[config.mk]
export PLATFORM = sky130hd
export DESIGN_NAME = spec_mem_gate
export DESIGN_NICKNAME = d
export VERILOG_FILES = /design/src/rtl/spec_gate_pkg.sv /design/src/rtl/spec_gate_classify.sv /design/src/rtl/spec_gate_slot.sv /design/src/rtl/spec_gate_age.sv /design/src/rtl/spec_mem_gate.sv
export SDC_FILE = /design/constraint.sdc
export NUM_CORES = 1
export LEC_CHECK = 0
export BUFFER_PORTS_ARGS = -buffer_cell sky130_fd_sc_hd__buf_2
export CORE_ASPECT_RATIO = 1.1
export CORE_MARGIN = 2
export CORE_UTILIZATION = 25
export DETAILED_ROUTE_END_ITERATION = 8
export GPL_TIMING_DRIVEN = 0
export PLACE_DENSITY = 0.5
export SYNTH_ARGS = -nofsm -noshare
export SYNTH_HDL_FRONTEND = slang
export SYNTH_SLANG_ARGS = --single-unit
[constraint.sdc]
create_clock -name clk -period 7.05 [get_ports clk]
set_clock_uncertainty 0.05 [all_clocks]
set_input_delay 1.41 -clock clk [delete_from_list [all_inputs] [get_ports clk]]
set_output_delay 1.41 -clock clk [all_outputs]
set_load 0.02 [all_outputs]
[src/rtl/spec_gate_pkg.sv]
package spec_gate_pkg;

    typedef enum logic [1:0] {
        SLOT_FREE = 2'd0,
        SLOT_HELD = 2'd1,
        SLOT_GO   = 2'd2
    } slot_state_e;

    typedef struct packed {
        logic store;
        logic atomic;
    } op_kind_t;

endpackage

[src/rtl/spec_gate_classify.sv]
module spec_gate_classify #(
    parameter int          ASI_W       = 8,
    parameter logic [7:0]  FORCED_ASI0 = 8'h15,
    parameter logic [7:0]  FORCED_ASI1 = 8'h1D
) (
    input  logic             volatile_i,
    input  logic             side_effect_i,
    input  logic             cacheable_i,
    input  logic             store_i,
    input  logic             atomic_i,
    input  logic             alt_en_i,
    input  logic [ASI_W-1:0] asi_i,
    output logic             hold_o
);
    logic forced_order;
    logic loc_unsafe;
    logic store_no_own;

    always_comb begin
        forced_order = alt_en_i &&
                       ((asi_i == ASI_W'(FORCED_ASI0)) || (asi_i == ASI_W'(FORCED_ASI1)));
        loc_unsafe   = volatile_i || side_effect_i;
        store_no_own = store_i && !cacheable_i;
        hold_o       = loc_unsafe || atomic_i || store_no_own || forced_order;
    end

endmodule

[src/rtl/spec_gate_slot.sv]
module spec_gate_slot
    import spec_gate_pkg::*;
#(
    parameter int TAG_W   = 4,
    parameter int ADDR_W  = 16,
    parameter int NCOMMIT = 2
) (
    input  logic                     clk,
    input  logic                     rst_n,
    input  logic                     alloc_i,
    input  logic [TAG_W-1:0]         tag_i,
    input  logic [ADDR_W-1:0]        addr_i,
    input  op_kind_t                 kind_i,
    input  logic [NCOMMIT-1:0]       commit_valid_i,
    input  logic [NCOMMIT*TAG_W-1:0] commit_tags_i,
    input  logic                     cancel_valid_i,
    input  logic [TAG_W-1:0]         cancel_tag_i,
    input  logic                     flush_i,
    input  logic                     issue_i,
    output logic                     busy_o,
    output logic                     go_o,
    output logic                     eligible_o,
    output logic [TAG_W-1:0]         tag_o,
    output logic [ADDR_W-1:0]        addr_o,
    output op_kind_t                 kind_o
);
    slot_state_e       st_q, st_d;
    logic [TAG_W-1:0]  tag_q;
    logic [ADDR_W-1:0] addr_q;
    op_kind_t          kind_q;
    logic              commit_hit;
    logic              kill;

    always_comb begin
        commit_hit = 1'b0;
        for (int p = 0; p < NCOMMIT; p++) begin
            if (commit_valid_i[p] && (commit_tags_i[p*TAG_W +: TAG_W] == tag_q))
                commit_hit = 1'b1;
        end
        kill = flush_i || (cancel_valid_i && (cancel_tag_i == tag_q));
    end

    always_comb begin
        st_d = st_q;
        unique case (st_q)
            SLOT_FREE: if (alloc_i) st_d = SLOT_HELD;
            SLOT_HELD: begin
                if (kill)            st_d = SLOT_FREE;
                else if (commit_hit) st_d = SLOT_GO;
            end
            SLOT_GO:   if (kill || issue_i) st_d = SLOT_FREE;
            default:   st_d = SLOT_FREE;
        endcase
    end

    always_ff @(posedge clk) begin
        if (!rst_n) st_q <= SLOT_FREE;
        else        st_q <= st_d;
    end

    always_ff @(posedge clk) begin
        if (!rst_n) begin
            tag_q  <= '0;
            addr_q <= '0;
            kind_q <= '0;
        end else if (alloc_i && st_q == SLOT_FREE) begin
            tag_q  <= tag_i;
            addr_q <= addr_i;
            kind_q <= kind_i;
        end
    end

    always_comb begin
        busy_o     = (st_q != SLOT_FREE);
        go_o       = (st_q == SLOT_GO);
        eligible_o = (st_q == SLOT_GO) && !kill;
        tag_o      = tag_q;
        addr_o     = addr_q;
        kind_o     = kind_q;
    end

    assert_go_never_reparks_R6: assert property (@(posedge clk) disable iff (!rst_n)
        (st_q == SLOT_GO) |=> (st_q != SLOT_HELD));

    assert_issue_only_from_go_R6: assert property (@(posedge clk) disable iff (!rst_n)
        issue_i |-> (st_q == SLOT_GO));

endmodule

[src/rtl/spec_gate_age.sv]
module spec_gate_age #(
    parameter int DEPTH = 4
) (
    input  logic             clk,
    input  logic             rst_n,
    input  logic [DEPTH-1:0] alloc_i,
    input  logic [DEPTH-1:0] eligible_i,
    output logic [DEPTH-1:0] grant_o
);
    logic [DEPTH-1:0] older_q [DEPTH];

    always_ff @(posedge clk) begin
        if (!rst_n) begin
            for (int i = 0; i < DEPTH; i++) older_q[i] <= '0;
        end else begin
            for (int i = 0; i < DEPTH; i++) begin
                for (int j = 0; j < DEPTH; j++) begin
                    if (alloc_i[i])      older_q[i][j] <= 1'b0;
                    else if (alloc_i[j]) older_q[i][j] <= 1'b1;
                end
            end
        end
    end

    genvar gi;
    generate
        for (gi = 0; gi < DEPTH; gi++) begin : g_pick
            logic beaten;
            always_comb begin
                beaten = 1'b0;
                for (int j = 0; j < DEPTH; j++) begin
                    if (j != gi && eligible_i[j] && older_q[j][gi]) beaten = 1'b1;
                end
                grant_o[gi] = eligible_i[gi] && !beaten;
            end
        end
    endgenerate

    assert_single_grant_R7: assert property (@(posedge clk) disable iff (!rst_n)
        $onehot0(grant_o));

    assert_grant_when_eligible_R7: assert property (@(posedge clk) disable iff (!rst_n)
        (|eligible_i) |-> (|grant_o));

    assert_single_alloc_R10: assert property (@(posedge clk) disable iff (!rst_n)
        $onehot0(alloc_i));

endmodule

[src/rtl/spec_mem_gate.sv]
module spec_mem_gate
    import spec_gate_pkg::*;
#(
    parameter int TAG_W   = 4,
    parameter int ADDR_W  = 16,
    parameter int ASI_W   = 8,
    parameter int DEPTH   = 4,
    parameter int NCOMMIT = 2
) (
    input  logic                     clk,
    input  logic                     rst_n,
    input  logic                     in_valid,
    output logic                     in_ready,
    input  logic [TAG_W-1:0]         in_tag,
    input  logic [ADDR_W-1:0]        in_addr,
    input  logic                     in_volatile,
    input  logic                     in_side_effect,
    input  logic                     in_cacheable,
    input  logic                     in_store,
    input  logic                     in_atomic,
    input  logic                     in_alt_en,
    input  logic [ASI_W-1:0]         in_asi,
    input  logic [NCOMMIT-1:0]       commit_valid,
    input  logic [NCOMMIT*TAG_W-1:0] commit_tags,
    input  logic                     cancel_valid,
    input  logic [TAG_W-1:0]         cancel_tag,
    input  logic                     flush_all,
    output logic                     mem_valid,
    output logic [TAG_W-1:0]         mem_tag,
    output logic [ADDR_W-1:0]        mem_addr,
    output logic                     mem_store,
    output logic                     mem_atomic,
    output logic                     mem_spec
);
    logic              hold;
    logic              accept;
    op_kind_t          in_kind;
    logic [DEPTH-1:0]  busy, go, eligible, grant, alloc;
    logic [TAG_W-1:0]  slot_tag  [DEPTH];
    logic [ADDR_W-1:0] slot_addr [DEPTH];
    op_kind_t          slot_kind [DEPTH];

    logic [TAG_W-1:0]  pick_tag;
    logic [ADDR_W-1:0] pick_addr;
    op_kind_t          pick_kind;

    spec_gate_classify #(.ASI_W(ASI_W)) u_class (
        .volatile_i   (in_volatile),
        .side_effect_i(in_side_effect),
        .cacheable_i  (in_cacheable),
        .store_i      (in_store),
        .atomic_i     (in_atomic),
        .alt_en_i     (in_alt_en),
        .asi_i        (in_asi),
        .hold_o       (hold)
    );

    always_comb begin
        in_kind.store  = in_store;
        in_kind.atomic = in_atomic;
        in_ready       = !(&busy) && !(|go) && !flush_all;
        accept         = in_valid && in_ready;
    end

    always_comb begin
        logic found;
        found = 1'b0;
        alloc = '0;
        for (int i = 0; i < DEPTH; i++) begin
            if (!found && !busy[i] && accept && hold) begin
                alloc[i] = 1'b1;
                found    = 1'b1;
            end
        end
    end

    genvar gs;
    generate
        for (gs = 0; gs < DEPTH; gs++) begin : g_slot
            spec_gate_slot #(
                .TAG_W  (TAG_W),
                .ADDR_W (ADDR_W),
                .NCOMMIT(NCOMMIT)
            ) u_slot (
                .clk           (clk),
                .rst_n         (rst_n),
                .alloc_i       (alloc[gs]),
                .tag_i         (in_tag),
                .addr_i        (in_addr),
                .kind_i        (in_kind),
                .commit_valid_i(commit_valid),
                .commit_tags_i (commit_tags),
                .cancel_valid_i(cancel_valid),
                .cancel_tag_i  (cancel_tag),
                .flush_i       (flush_all),
                .issue_i       (grant[gs]),
                .busy_o        (busy[gs]),
                .go_o          (go[gs]),
                .eligible_o    (eligible[gs]),
                .tag_o         (slot_tag[gs]),
                .addr_o        (slot_addr[gs]),
                .kind_o        (slot_kind[gs])
            );
        end
    endgenerate

    spec_gate_age #(.DEPTH(DEPTH)) u_age (
        .clk       (clk),
        .rst_n     (rst_n),
        .alloc_i   (alloc),
        .eligible_i(eligible),
        .grant_o   (grant)
    );

    always_comb begin
        pick_tag  = '0;
        pick_addr = '0;
        pick_kind = '0;
        for (int i = 0; i < DEPTH; i++) begin
            if (grant[i]) begin
                pick_tag  = pick_tag  | slot_tag[i];
                pick_addr = pick_addr | slot_addr[i];
                pick_kind = pick_kind | slot_kind[i];
            end
        end
    end

    always_ff @(posedge clk) begin
        if (!rst_n) begin
            mem_valid  <= 1'b0;
            mem_tag    <= '0;
            mem_addr   <= '0;
            mem_store  <= 1'b0;
            mem_atomic <= 1'b0;
            mem_spec   <= 1'b0;
        end else if (|grant) begin
            mem_valid  <= 1'b1;
            mem_tag    <= pick_tag;
            mem_addr   <= pick_addr;
            mem_store  <= pick_kind.store;
            mem_atomic <= pick_kind.atomic;
            mem_spec   <= 1'b0;
        end else if (accept && !hold) begin
            mem_valid  <= 1'b1;
            mem_tag    <= in_tag;
            mem_addr   <= in_addr;
            mem_store  <= in_store;
            mem_atomic <= in_atomic;
            mem_spec   <= 1'b1;
        end else begin
            mem_valid  <= 1'b0;
            mem_spec   <= 1'b0;
        end
    end

    assert_no_overflow_R10: assert property (@(posedge clk) disable iff (!rst_n)
        (&busy) |-> !in_ready);

    assert_spec_never_atomic_R1: assert property (@(posedge clk) disable iff (!rst_n)
        (mem_valid && mem_spec) |-> !mem_atomic);

    assert_flush_empties_R9: assert property (@(posedge clk) disable iff (!rst_n)
        flush_all |=> (busy == '0));

    assert_nonspec_from_slot_R6: assert property (@(posedge clk) disable iff (!rst_n)
        (|grant) |=> (mem_valid && !mem_spec));

endmodule

==> Flow_metrics.wiki, run 1 <==
{| class="wikitable"
! Metric !! Value
|-
| Clock period minus final worst setup slack || 4070 ps
|-
| Total congestion overflow || 0
|-
| Critical path's most frequent cell || sky130_fd_sc_hd__clkbuf_1
|-
| Hold Vio Cnt, Final || 0
|-
| Overall track demand over capacity in global routing || 16.2%
|-
| Required arrival time at the worst endpoint || 7350 ps
|-
| Final setup violation count || 0
|-
| Clock Latency Late Sink || 420 ps
|-
| Area growth from synthesis to layout || 21.5%
|-
| Post-CTS Setup Repair Bufs || 0
|-
| Stage delay of the slowest cell on the critical path || 620 ps
|-
| Routed length per instance || 18.2 um
|-
| Most common cell after layout, fill and taps aside || sky130_fd_sc_hd__dfxtp_1
|-
| Vert. Die Dim || 172 um
|-
| Largest fanout of any net on the critical path || 10
|-
| Worst slack at placement || 2540 ps
|-
| DR pass1 iterations || 5
|-
| Core Footprint || 25300 um2
|-
| Max stage delay cell, worst path || sky130_fd_sc_hd__nor3_1
|-
| Post-synthesis average cell area || 8.79 um2
|-
| Post-layout worst setup margin || 2980 ps
|-
| Unrepaired setup endpoints after global routing || no
|-
| Cell count after synthesis || 732
|-
| Switch share || 23.4%
|-
| H-Tree Level Count || 4
|-
| Async S/R FF share, synth || 0%
|-
| Max-Cap Viols || 0
|-
| Count of pins over their slew limit || 0
|-
| Worst setup EP type || register
|-
| Cell Int Power || 0.00138 W
|-
| Initial antenna violation count || 0
|-
| Horizontal die dimension || 157 um
|-
| Synthesized net count || 785
|-
| Slew margin rel. || 42.4%
|-
| Cell chosen for the clock root || sky130_fd_sc_hd__clkbuf_16
|-
| IR drop worst, VDD || 0.129 mV
|-
| Final hold slack || 404 ps
|-
| Number of warnings reported in the yosys synthesis log || 0
|-
| Worst-margin pin slew || 856 ps
|-
| Switching power total || 0.000423 W
|-
| Final-layout setup total negative slack || 0 ps
|-
| Seq/Total Area, Yosys || 43.0%
|-
| Largest net degree at the start of global routing || 17
|-
| Comb power frac || 7.1%
|-
| Sequential cell fraction of total power || 43.2%
|-
| Count of hold buffers inserted by post-cts repair || 0
|-
| Via density || 4.81
|-
| Startpoint of the most critical register-to-register path || g_slot[2].u_slot.tag_o[1]$_SDFFE_PN0P_
|-
| Net total in the final layout || 873
|-
| Number of enable flip-flop cells after synthesis || 12
|-
| Clock tree from TritonCTS || yes
|-
| Start point of the critical path || in_atomic
|-
| Count of cell types in the netlist || 55
|-
| Maximum clock path buffer count || 2
|-
| Run status || completed
|-
| Commonest cells after routing, fill and taps aside || sky130_fd_sc_hd__dfxtp_1, sky130_fd_sc_hd__nand2_1, sky130_fd_sc_hd__buf_2
|-
| HP Start || g_slot[0].u_slot.addr_o[12]$_SDFFE_PN0P_
|-
| IO Pins || 78
|-
| Resized Gates After CTS || 0
|-
| Max Clock Freq || 0.246 GHz
|-
| TritonCTS buffer count || 17
|-
| CP Class || input port to register
|-
| Clock input transition at the sequential cells of the worst setup and hold paths || 60 ps
|-
| Dominant delay contributor by cell family on the critical path || buffers and inverters
|-
| Number of rows in the core area || 61
|-
| Via count of the first global-routing pass || 5567
|-
| Final routed wirelength across all metal layers || 21400 um
|-
| Vias after detailed routing || 5675
|-
| Ratio of final minimum period to clock period || 57.7%
|-
| Starting density of the core || 25.5%
|-
| HPWL Detailed || 15700 um
|-
| Number of antenna repair diodes || 0
|-
| Share of layout cells above drive strength 1 || 19.6%
|-
| Post-route core utilization || 30.9%
|-
| Total Die Area || 27000 um2
|-
| PwrDens || 231 nW/um2
|-
| Drc violations || 0
|-
| Count of input and output buffers || 69
|-
| Kind of path behind the tightest hold check || register to register
|-
| Global-route wire length before repair || 32700 um
|-
| Drt first-iter violations || 388
|-
| Last weighted congestion value of the routability-driven placer || 0.813
|-
| Static leakage || 2.80 nW
|-
| Number of nets still failing antenna checks after routing || 0
|-
| Count of buffering cells on the critical path with inverters included || 3
|-
| Ordered list of cells on the worst path || buf_2 -> nor3_1 -> o21ai_0 -> o2111ai_2 -> nand2b_1 -> clkbuf_1 -> clkbuf_1 -> nand2_1 -> a21oi_1
|-
| Number of sinks handled by clock tree synthesis || 132
|-
| Share of total power in the clock network || 49.7%
|-
| Leading register cell type out of synthesis || sky130_fd_sc_hd__dfxtp_1
|-
| Critical path arrival || 4360 ps
|-
| Summed instance area of the synthesized netlist || 6430 um2
|-
| Post-synthesis sequential element count || 132
|-
| Startpoint kind of the worst setup timing path || input port
|}
area by class of cell:
cell class	count	area, um2
fillers	2734	17500
multi-input cells	520	3280
flip-flops and latches	132	2760
clock buffers	26	542
well taps	346	433
plain buffers	73	358
repair buffers	69	345
clock inverters	6	61.3
inverters	7	26.3
routing by layer:
layer	global-route usage, %	share of wire, %	up-vias
met2	26.9	48	143
met4	4.59	1.3	0
met3	3.33	4.7	22
li1	-	-	2765
met5	0	0	-
met1	21.4	46	2745
path summary, 6_finish.rpt:
| check | end | slack [ps] | cells past startpoint |
|---|---|---|---|
| max | g_slot[0].u_slot.addr_o[8]$_SDFFE_PN0P_ | 2980 | 9 |
| min | g_slot[0].u_slot.addr_o[12]$_SDFFE_PN0P_ | 400 | 2 |
| max reg2reg | mem_addr[10]$_SDFFE_PN0P_ | 4140 | 9 |
| min reg2reg | g_slot[0].u_slot.addr_o[12]$_SDFFE_PN0P_ | 400 | 2 |
per-stage QoR:
stage | std cells | instance area, um2 | total power [W]
6_report | 1179 | 7810 | 0.00180
5_1_grt | 1179 | 7810 | 0.00186
4_1_cts | 1179 | 7810 | 0.00182
3_5_place_dp | 1147 | 7210 | 0.000925
3_3_place_gp | 1147 | 7210 | 0.000924
2_1_floorplan | 732 | 6430 | 0.000869
worst min-delay path, stage by stage, from the launching register on:
cell and delay [ps]:
sky130_fd_sc_hd__dfxtp_1 310, sky130_fd_sc_hd__nand2_1 50, sky130_fd_sc_hd__a21oi_1 50
cells by family (layout without fill, tap and decap cells):
| logic type | Yosys count | after routing | share of synthesized area [%] |
|---|---|---|---|
| simple gates | 270 | 270 | 19.9 |
| buf+inv | 80 | 181 | 5.97 |
| xor+xnor | 48 | 48 | 6.77 |
| flops | 132 | 132 | 43.0 |
| mux | 51 | 51 | 8.07 |
| compound gates | 151 | 151 | 16.3 |
cell usage after synthesis, types with 8 or more instances:
cell type	count	area, um2
sky130_fd_sc_hd__nor2_1	64	240
sky130_fd_sc_hd__clkbuf_2	12	60.1
sky130_fd_sc_hd__or4_1	15	113
sky130_fd_sc_hd__dfxtp_1	120	2400
sky130_fd_sc_hd__nor3_1	8	40.0
sky130_fd_sc_hd__mux2i_1	44	440
sky130_fd_sc_hd__or3_1	9	56.3
sky130_fd_sc_hd__buf_2	25	125
sky130_fd_sc_hd__nor4_1	9	56.3
sky130_fd_sc_hd__xnor2_1	25	219
sky130_fd_sc_hd__a22oi_1	29	218
sky130_fd_sc_hd__nand3_1	10	50.1
sky130_fd_sc_hd__xor2_1	21	184
sky130_fd_sc_hd__edfxtp_1	12	360
sky130_fd_sc_hd__a222oi_1	14	140
sky130_fd_sc_hd__clkbuf_1	30	113
sky130_fd_sc_hd__nand2_1	116	435
sky130_fd_sc_hd__a31oi_1	25	156
sky130_fd_sc_hd__nor2b_1	9	56.3
sky130_fd_sc_hd__a21oi_1	46	230
registers in the layout (all words and copies together) (netlist names):
signal / flops
g_slot.u_slot.addr_o: 64
g_slot.u_slot.kind_o: 8
g_slot.u_slot.st_q: 8
g_slot.u_slot.tag_o: 16
mem_addr: 16
mem_atomic: 1
mem_spec: 1
mem_store: 1
mem_tag: 4
mem_valid: 1
u_age.older_q: 12
power groups by stage:
stage	Combinational, W	Sequential, W	Clock, W
2_1_floorplan	0.0000729	0.000796	0
3_3_place_gp	0.000129	0.000796	0
3_5_place_dp	0.000129	0.000796	0
4_1_cts	0.000130	0.000780	0.000910
5_1_grt	0.000141	0.000781	0.000941
6_report	0.000129	0.000780	0.000897
No activity file was read; power rests on OpenSTA's default activity.
==> inputs of run 2 (changes only) <==
--- a/config.mk
+++ b/config.mk
@@ -11,7 +11,7 @@
 export CORE_UTILIZATION = 25
 export DETAILED_ROUTE_END_ITERATION = 8
 export GPL_TIMING_DRIVEN = 0
-export PLACE_DENSITY = 0.5
+export PLACE_DENSITY = 0.51
 export SYNTH_ARGS = -nofsm -noshare
 export SYNTH_HDL_FRONTEND = slang
 export SYNTH_SLANG_ARGS = --single-unit
==> constraint.sdc (replaced) <==
create_clock -name clk -period 3.5 [get_ports clk]
set_clock_uncertainty 0.05 [all_clocks]
set_input_delay 0.7 -clock clk [delete_from_list [all_inputs] [get_ports clk]]
set_output_delay 0.7 -clock clk [all_outputs]
set_load 0.02 [all_outputs]
==> run 2 against run 1 <==
  * Final area hardly changed
  * Non-clock buffer count stayed put
  * Die area stayed put
  * Worst hold slack worse by 1.7 ps
  * Utilization hardly changed
  * Count of clock-buffer cells in the layout is 2 lower
  * Critical path depth stayed put
  * Flip-flop and latch count stayed put
  * Largest cell class unchanged
==> Flow_metrics.wiki, run 2 (same netlist as run 1, synthesis figures left out) <==
{| class="wikitable"
! Metric !! Value
|-
| Clock period minus final worst setup slack || 3160 ps
|-
| Final setup violation count || 0
|-
| Final routed wirelength across all metal layers || 21200 um
|-
| Area growth from synthesis to layout || 21.5%
|-
| Most common cell after layout, fill and taps aside || sky130_fd_sc_hd__dfxtp_1
|-
| Kind of path behind the tightest hold check || register to register
|-
| Total Die Area || 27000 um2
|-
| Via count of the first global-routing pass || 5503
|-
| Post-CTS Setup Repair Bufs || 0
|-
| Maximum clock path buffer count || 2
|-
| CP Class || input port to register
|-
| Number of flip-flops under the largest register name || 64
|-
| Count of hold buffers inserted by post-cts repair || 0
|-
| Global-route wire length before repair || 32100 um
|-
| Hold Vio Cnt, Final || 0
|-
| Via density || 4.77
|-
| DR pass1 iterations || 7
|-
| HPWL Detailed || 15500 um
|-
| Clock tree from TritonCTS || yes
|-
| IO Pins || 78
|-
| Total congestion overflow || 0
|-
| Post-layout worst setup margin || 338 ps
|-
| Unrepaired setup endpoints after global routing || no
|-
| H-Tree Level Count || 4
|-
| Commonest cells after routing, fill and taps aside || sky130_fd_sc_hd__dfxtp_1, sky130_fd_sc_hd__nand2_1, sky130_fd_sc_hd__buf_2
|-
| Share of layout cells above drive strength 1 || 19.7%
|-
| Worst-margin pin slew || 917 ps
|-
| Net total in the final layout || 873
|-
| Worst slack at placement || -315 ps
|-
| Max-Cap Viols || 0
|-
| Final-layout setup total negative slack || 0 ps
|-
| Initial antenna violation count || 0
|-
| Vert. Die Dim || 172 um
|-
| Clock input transition at the sequential cells of the worst setup and hold paths || 60 ps
|-
| Last weighted congestion value of the routability-driven placer || 0.829
|-
| IR drop worst, VDD || 0.277 mV
|-
| Horizontal die dimension || 157 um
|-
| Core Footprint || 25300 um2
|-
| Startpoint kind of the worst setup timing path || input port
|-
| Largest net degree at the start of global routing || 17
|-
| HP Start || g_slot[0].u_slot.addr_o[12]$_SDFFE_PN0P_
|-
| Number of antenna repair diodes || 0
|-
| Max Clock Freq || 0.316 GHz
|-
| Count of pins over their slew limit || 0
|-
| Start point of the critical path || in_atomic
|-
| Largest fanout of any net on the critical path || 10
|-
| Cell chosen for the clock root || sky130_fd_sc_hd__clkbuf_16
|-
| Drt first-iter violations || 414
|-
| Vias after detailed routing || 5620
|-
| Number of rows in the core area || 61
|-
| Startpoint of the most critical register-to-register path || g_slot[2].u_slot.tag_o[1]$_SDFFE_PN0P_
|-
| Number of sinks handled by clock tree synthesis || 132
|-
| Routed length per instance || 18.0 um
|-
| Worst setup EP type || register
|-
| TritonCTS buffer count || 17
|-
| Number of nets still failing antenna checks after routing || 0
|-
| Ratio of final minimum period to clock period || 90.3%
|-
| Starting density of the core || 25.5%
|-
| PwrDens || 466 nW/um2
|-
| Clock Latency Late Sink || 430 ps
|-
| Critical path arrival || 3460 ps
|-
| Slew margin rel. || 38.4%
|-
| Run status || completed
|-
| Drc violations || 0
|-
| Required arrival time at the worst endpoint || 3800 ps
|-
| Static leakage || 2.81 nW
|-
| Overall track demand over capacity in global routing || 16.1%
|-
| Count of input and output buffers || 69
|}
[run 2: repair_timing]
action / CTS / global route
endpoints found under the setup margin: 0 / 21
resized for setup: 0 / 1
hold endpoints to repair: 0 / 0
[run 2: worst max-delay path, cell delays in order]
cell and delay [ps]:
sky130_fd_sc_hd__buf_2 150, sky130_fd_sc_hd__nor3_2 460, sky130_fd_sc_hd__o21ai_0 280, sky130_fd_sc_hd__o2111ai_2 390, sky130_fd_sc_hd__nand2b_1 150, sky130_fd_sc_hd__clkbuf_1 480
sky130_fd_sc_hd__clkbuf_1 560, sky130_fd_sc_hd__nand2_1 120, sky130_fd_sc_hd__a21oi_1 150
[run 2: worst paths after layout]
path | end | slack, ps | cells after the start
worst max-delay path | g_slot[0].u_slot.addr_o[5]$_SDFFE_PN0P_ | 340 | 9
worst min-delay path | g_slot[0].u_slot.addr_o[12]$_SDFFE_PN0P_ | 400 | 2
worst max register to register | mem_addr[10]$_SDFFE_PN0P_ | 650 | 9
worst min register to register | g_slot[0].u_slot.addr_o[12]$_SDFFE_PN0P_ | 400 | 2
[run 2: metrics by stage]
step                utilization [%]  hold slack [ps]  instance area [um2]  total power (W)  std cells
floorplan                         -              386                 6430          0.00175        732
detailed placement             28.5              397                 7210          0.00186       1147
CTS                            30.9              405                 7810          0.00366       1179
global placement               28.5              391                 7210          0.00186       1147
finish                         30.9              403                 7810          0.00364       1179
global route                   30.9              419                 7810          0.00375       1179
[run 2: routing by layer]
metal | global-route usage, % | vias up | part of all wire [%]
met5 | 0 | - | 0
met4 | 4.43 | 0 | 1.1
met3 | 3.63 | 15 | 5.8
met2 | 26.4 | 178 | 47
met1 | 21.2 | 2657 | 46
li1 | - | 2770 | -
[run 2: area by class of cell]
class | instances | area [um2]
repair buffers | 69 | 345
clock buffers | 24 | 503
inverters | 7 | 26.3
flip-flops and latches | 132 | 2760
multi-input cells | 520 | 3290
clock inverters | 8 | 96.3
plain buffers | 73 | 358
well taps | 346 | 433
fillers | 2681 | 17400
[run 2: where the power goes]
| part | switching, W | internal, W | leakage [nW] |
|---|---|---|---|
| Clock | 0.000664 | 0.00114 | 0.295 |
| Combinational | 0.000167 | 0.0000922 | 1.42 |
| Sequential | 0.0000157 | 0.00156 | 1.10 |
| Total | 0.000847 | 0.00279 | 2.81 |
==> inputs of run 3 (changes only) <==
--- a/config.mk
+++ b/config.mk
@@ -11,6 +11,7 @@
 export CORE_UTILIZATION = 25
 export DETAILED_ROUTE_END_ITERATION = 8
 export GPL_TIMING_DRIVEN = 0
+export MAX_ROUTING_LAYER = met4
 export PLACE_DENSITY = 0.51
 export SYNTH_ARGS = -nofsm -noshare
 export SYNTH_HDL_FRONTEND = slang
==> run 3 against run 2 <==
  * Final area did not move
  * Sequential share of layout area did not move
  * Final cell count did not move
  * Critical path depth did not move
  * Power barely moved
  * Sequential power barely moved
  * Setup slack improved by 88 ps
  * Combinational power barely moved
  * Critical path type unchanged
  * Largest power group unchanged
==> Flow_metrics.wiki, run 3 (same netlist as run 1, synthesis figures left out) <==
{| class="wikitable"
! Metric !! Value
|-
| Count of input and output buffers || 69
|-
| Share of layout cells above drive strength 1 || 19.7%
|-
| Critical path arrival || 3370 ps
|-
| Post-route core utilization || 30.9%
|-
| Overall track demand over capacity in global routing || 16.5%
|-
| Initial antenna violation count || 0
|-
| IR drop worst, VDD || 0.279 mV
|-
| Total congestion overflow || 0
|-
| Starting density of the core || 25.5%
|-
| Largest net degree at the start of global routing || 17
|-
| Final routed wirelength across all metal layers || 21100 um
|-
| IO Pins || 78
|-
| Area growth from synthesis to layout || 21.5%
|-
| Cell chosen for the clock root || sky130_fd_sc_hd__clkbuf_16
|-
| Vias after detailed routing || 5615
|-
| Startpoint kind of the worst setup timing path || input port
|-
| Worst setup EP type || register
|-
| Resized Gates After CTS || 0
|-
| Number of sinks handled by clock tree synthesis || 132
|-
| Ratio of final minimum period to clock period || 87.8%
|-
| Via count of the first global-routing pass || 5513
|-
| Number of flip-flops under the largest register name || 64
|-
| Largest fanout of any net on the critical path || 10
|-
| Max-Cap Viols || 0
|-
| Kind of path behind the tightest hold check || register to register
|-
| Global-route wire length before repair || 32100 um
|-
| H-Tree Level Count || 4
|-
| Clock input transition at the sequential cells of the worst setup and hold paths || 50 ps
|-
| Drt first-iter violations || 536
|-
| Total Die Area || 27000 um2
|-
| Run status || completed
|-
| Drc violations || 0
|-
| Final setup violation count || 0
|-
| Worst-margin pin slew || 905 ps
|-
| Required arrival time at the worst endpoint || 3800 ps
|-
| Core Footprint || 25300 um2
|-
| Routed length per instance || 17.9 um
|-
| Number of antenna repair diodes || 0
|-
| Number of rows in the core area || 61
|-
| Vert. Die Dim || 172 um
|-
| Total cell area at the placement stage || 7210 um2
|-
| PwrDens || 466 nW/um2
|-
| CP Class || input port to register
|-
| Count of hold buffers inserted by post-cts repair || 0
|-
| Clock tree from TritonCTS || yes
|-
| Final Instance Area || 7810 um2
|-
| Slew margin rel. || 39.2%
|-
| DR pass1 iterations || 5
|-
| Clock Latency Late Sink || 420 ps
|-
| Via density || 4.76
|-
| Count of pins over their slew limit || 0
|-
| Last weighted congestion value of the routability-driven placer || 0.841
|-
| Clock period minus final worst setup slack || 3070 ps
|-
| Hold Vio Cnt, Final || 0
|-
| Horizontal die dimension || 157 um
|-
| HPWL Detailed || 15500 um
|-
| Post-CTS Setup Repair Bufs || 0
|-
| Number of nets still failing antenna checks after routing || 0
|-
| Static leakage || 2.81 nW
|-
| Commonest cells after routing, fill and taps aside || sky130_fd_sc_hd__dfxtp_1, sky130_fd_sc_hd__nand2_1, sky130_fd_sc_hd__buf_2
|-
| Most common cell after layout, fill and taps aside || sky130_fd_sc_hd__dfxtp_1
|-
| Unrepaired setup endpoints after global routing || no
|-
| Max Clock Freq || 0.325 GHz
|-
| Net total in the final layout || 873
|-
| Maximum clock path buffer count || 2
|-
| TritonCTS buffer count || 17
|}
## run 3: worst paths after layout
| check | startpoint | to | slack (ps) | cells after the start |
|---|---|---|---|---|
| worst max register to register | g_slot[3].u_slot.tag_o[1]$_SDFFE_PN0P_ | mem_tag[1]$_SDFFE_PN0P_ | 640 | 10 |
| worst max-delay path | in_atomic | g_slot[0].u_slot.addr_o[5]$_SDFFE_PN0P_ | 430 | 9 |
| worst min-delay path | g_slot[0].u_slot.addr_o[2]$_SDFFE_PN0P_ | g_slot[0].u_slot.addr_o[2]$_SDFFE_PN0P_ | 400 | 2 |
| worst min register to register | g_slot[0].u_slot.addr_o[2]$_SDFFE_PN0P_ | g_slot[0].u_slot.addr_o[2]$_SDFFE_PN0P_ | 400 | 2 |
## run 3: per-layer routing
layer / vias up / global-route usage, % / routed length, um
met5: - / - / 0
met4: 0 / 4.43 / 277
met3: 21 / 3.46 / 1180
met2: 146 / 26.4 / 10000
met1: 2682 / 21.2 / 9650
li1: 2766 / - / -
## run 3: worst max-delay path: stages
cell,delay [ps]
sky130_fd_sc_hd__buf_2,150
sky130_fd_sc_hd__nor3_2,420
sky130_fd_sc_hd__o21ai_0,260
sky130_fd_sc_hd__o2111ai_2,380
sky130_fd_sc_hd__nand2b_1,150
sky130_fd_sc_hd__clkbuf_1,470
sky130_fd_sc_hd__clkbuf_1,560
sky130_fd_sc_hd__nand2_1,120
sky130_fd_sc_hd__a21oi_1,150
## run 3: per-stage QoR
stage               setup TNS, ps  worst slack [ps]  hold slack (ps)  power, W  std cells
floorplan                       0               917              386   0.00175        732
global placement           -10860              -318              391   0.00186       1147
detailed placement         -10130              -315              397   0.00186       1147
CTS                             0               105              405   0.00366       1179
global route                    0               178              419   0.00375       1179
finish                          0               426              405   0.00364       1179
## run 3: layout make-up
type / instances / area [um2]
Clock buffer: 24 / 503
Clock inverter: 8 / 96.3
Multi-Input combinational cell: 520 / 3290
Tap cell: 346 / 433
Sequential cell: 132 / 2760
Fill cell: 2681 / 17400
Timing Repair Buffer: 69 / 345
Inverter: 7 / 26.3
Buffer: 73 / 358
## run 3: report_power, final
part | switching, W | internal (W)
Combinational | 0.000167 | 0.0000922
Clock | 0.000666 | 0.00114
Sequential | 0.0000158 | 0.00156
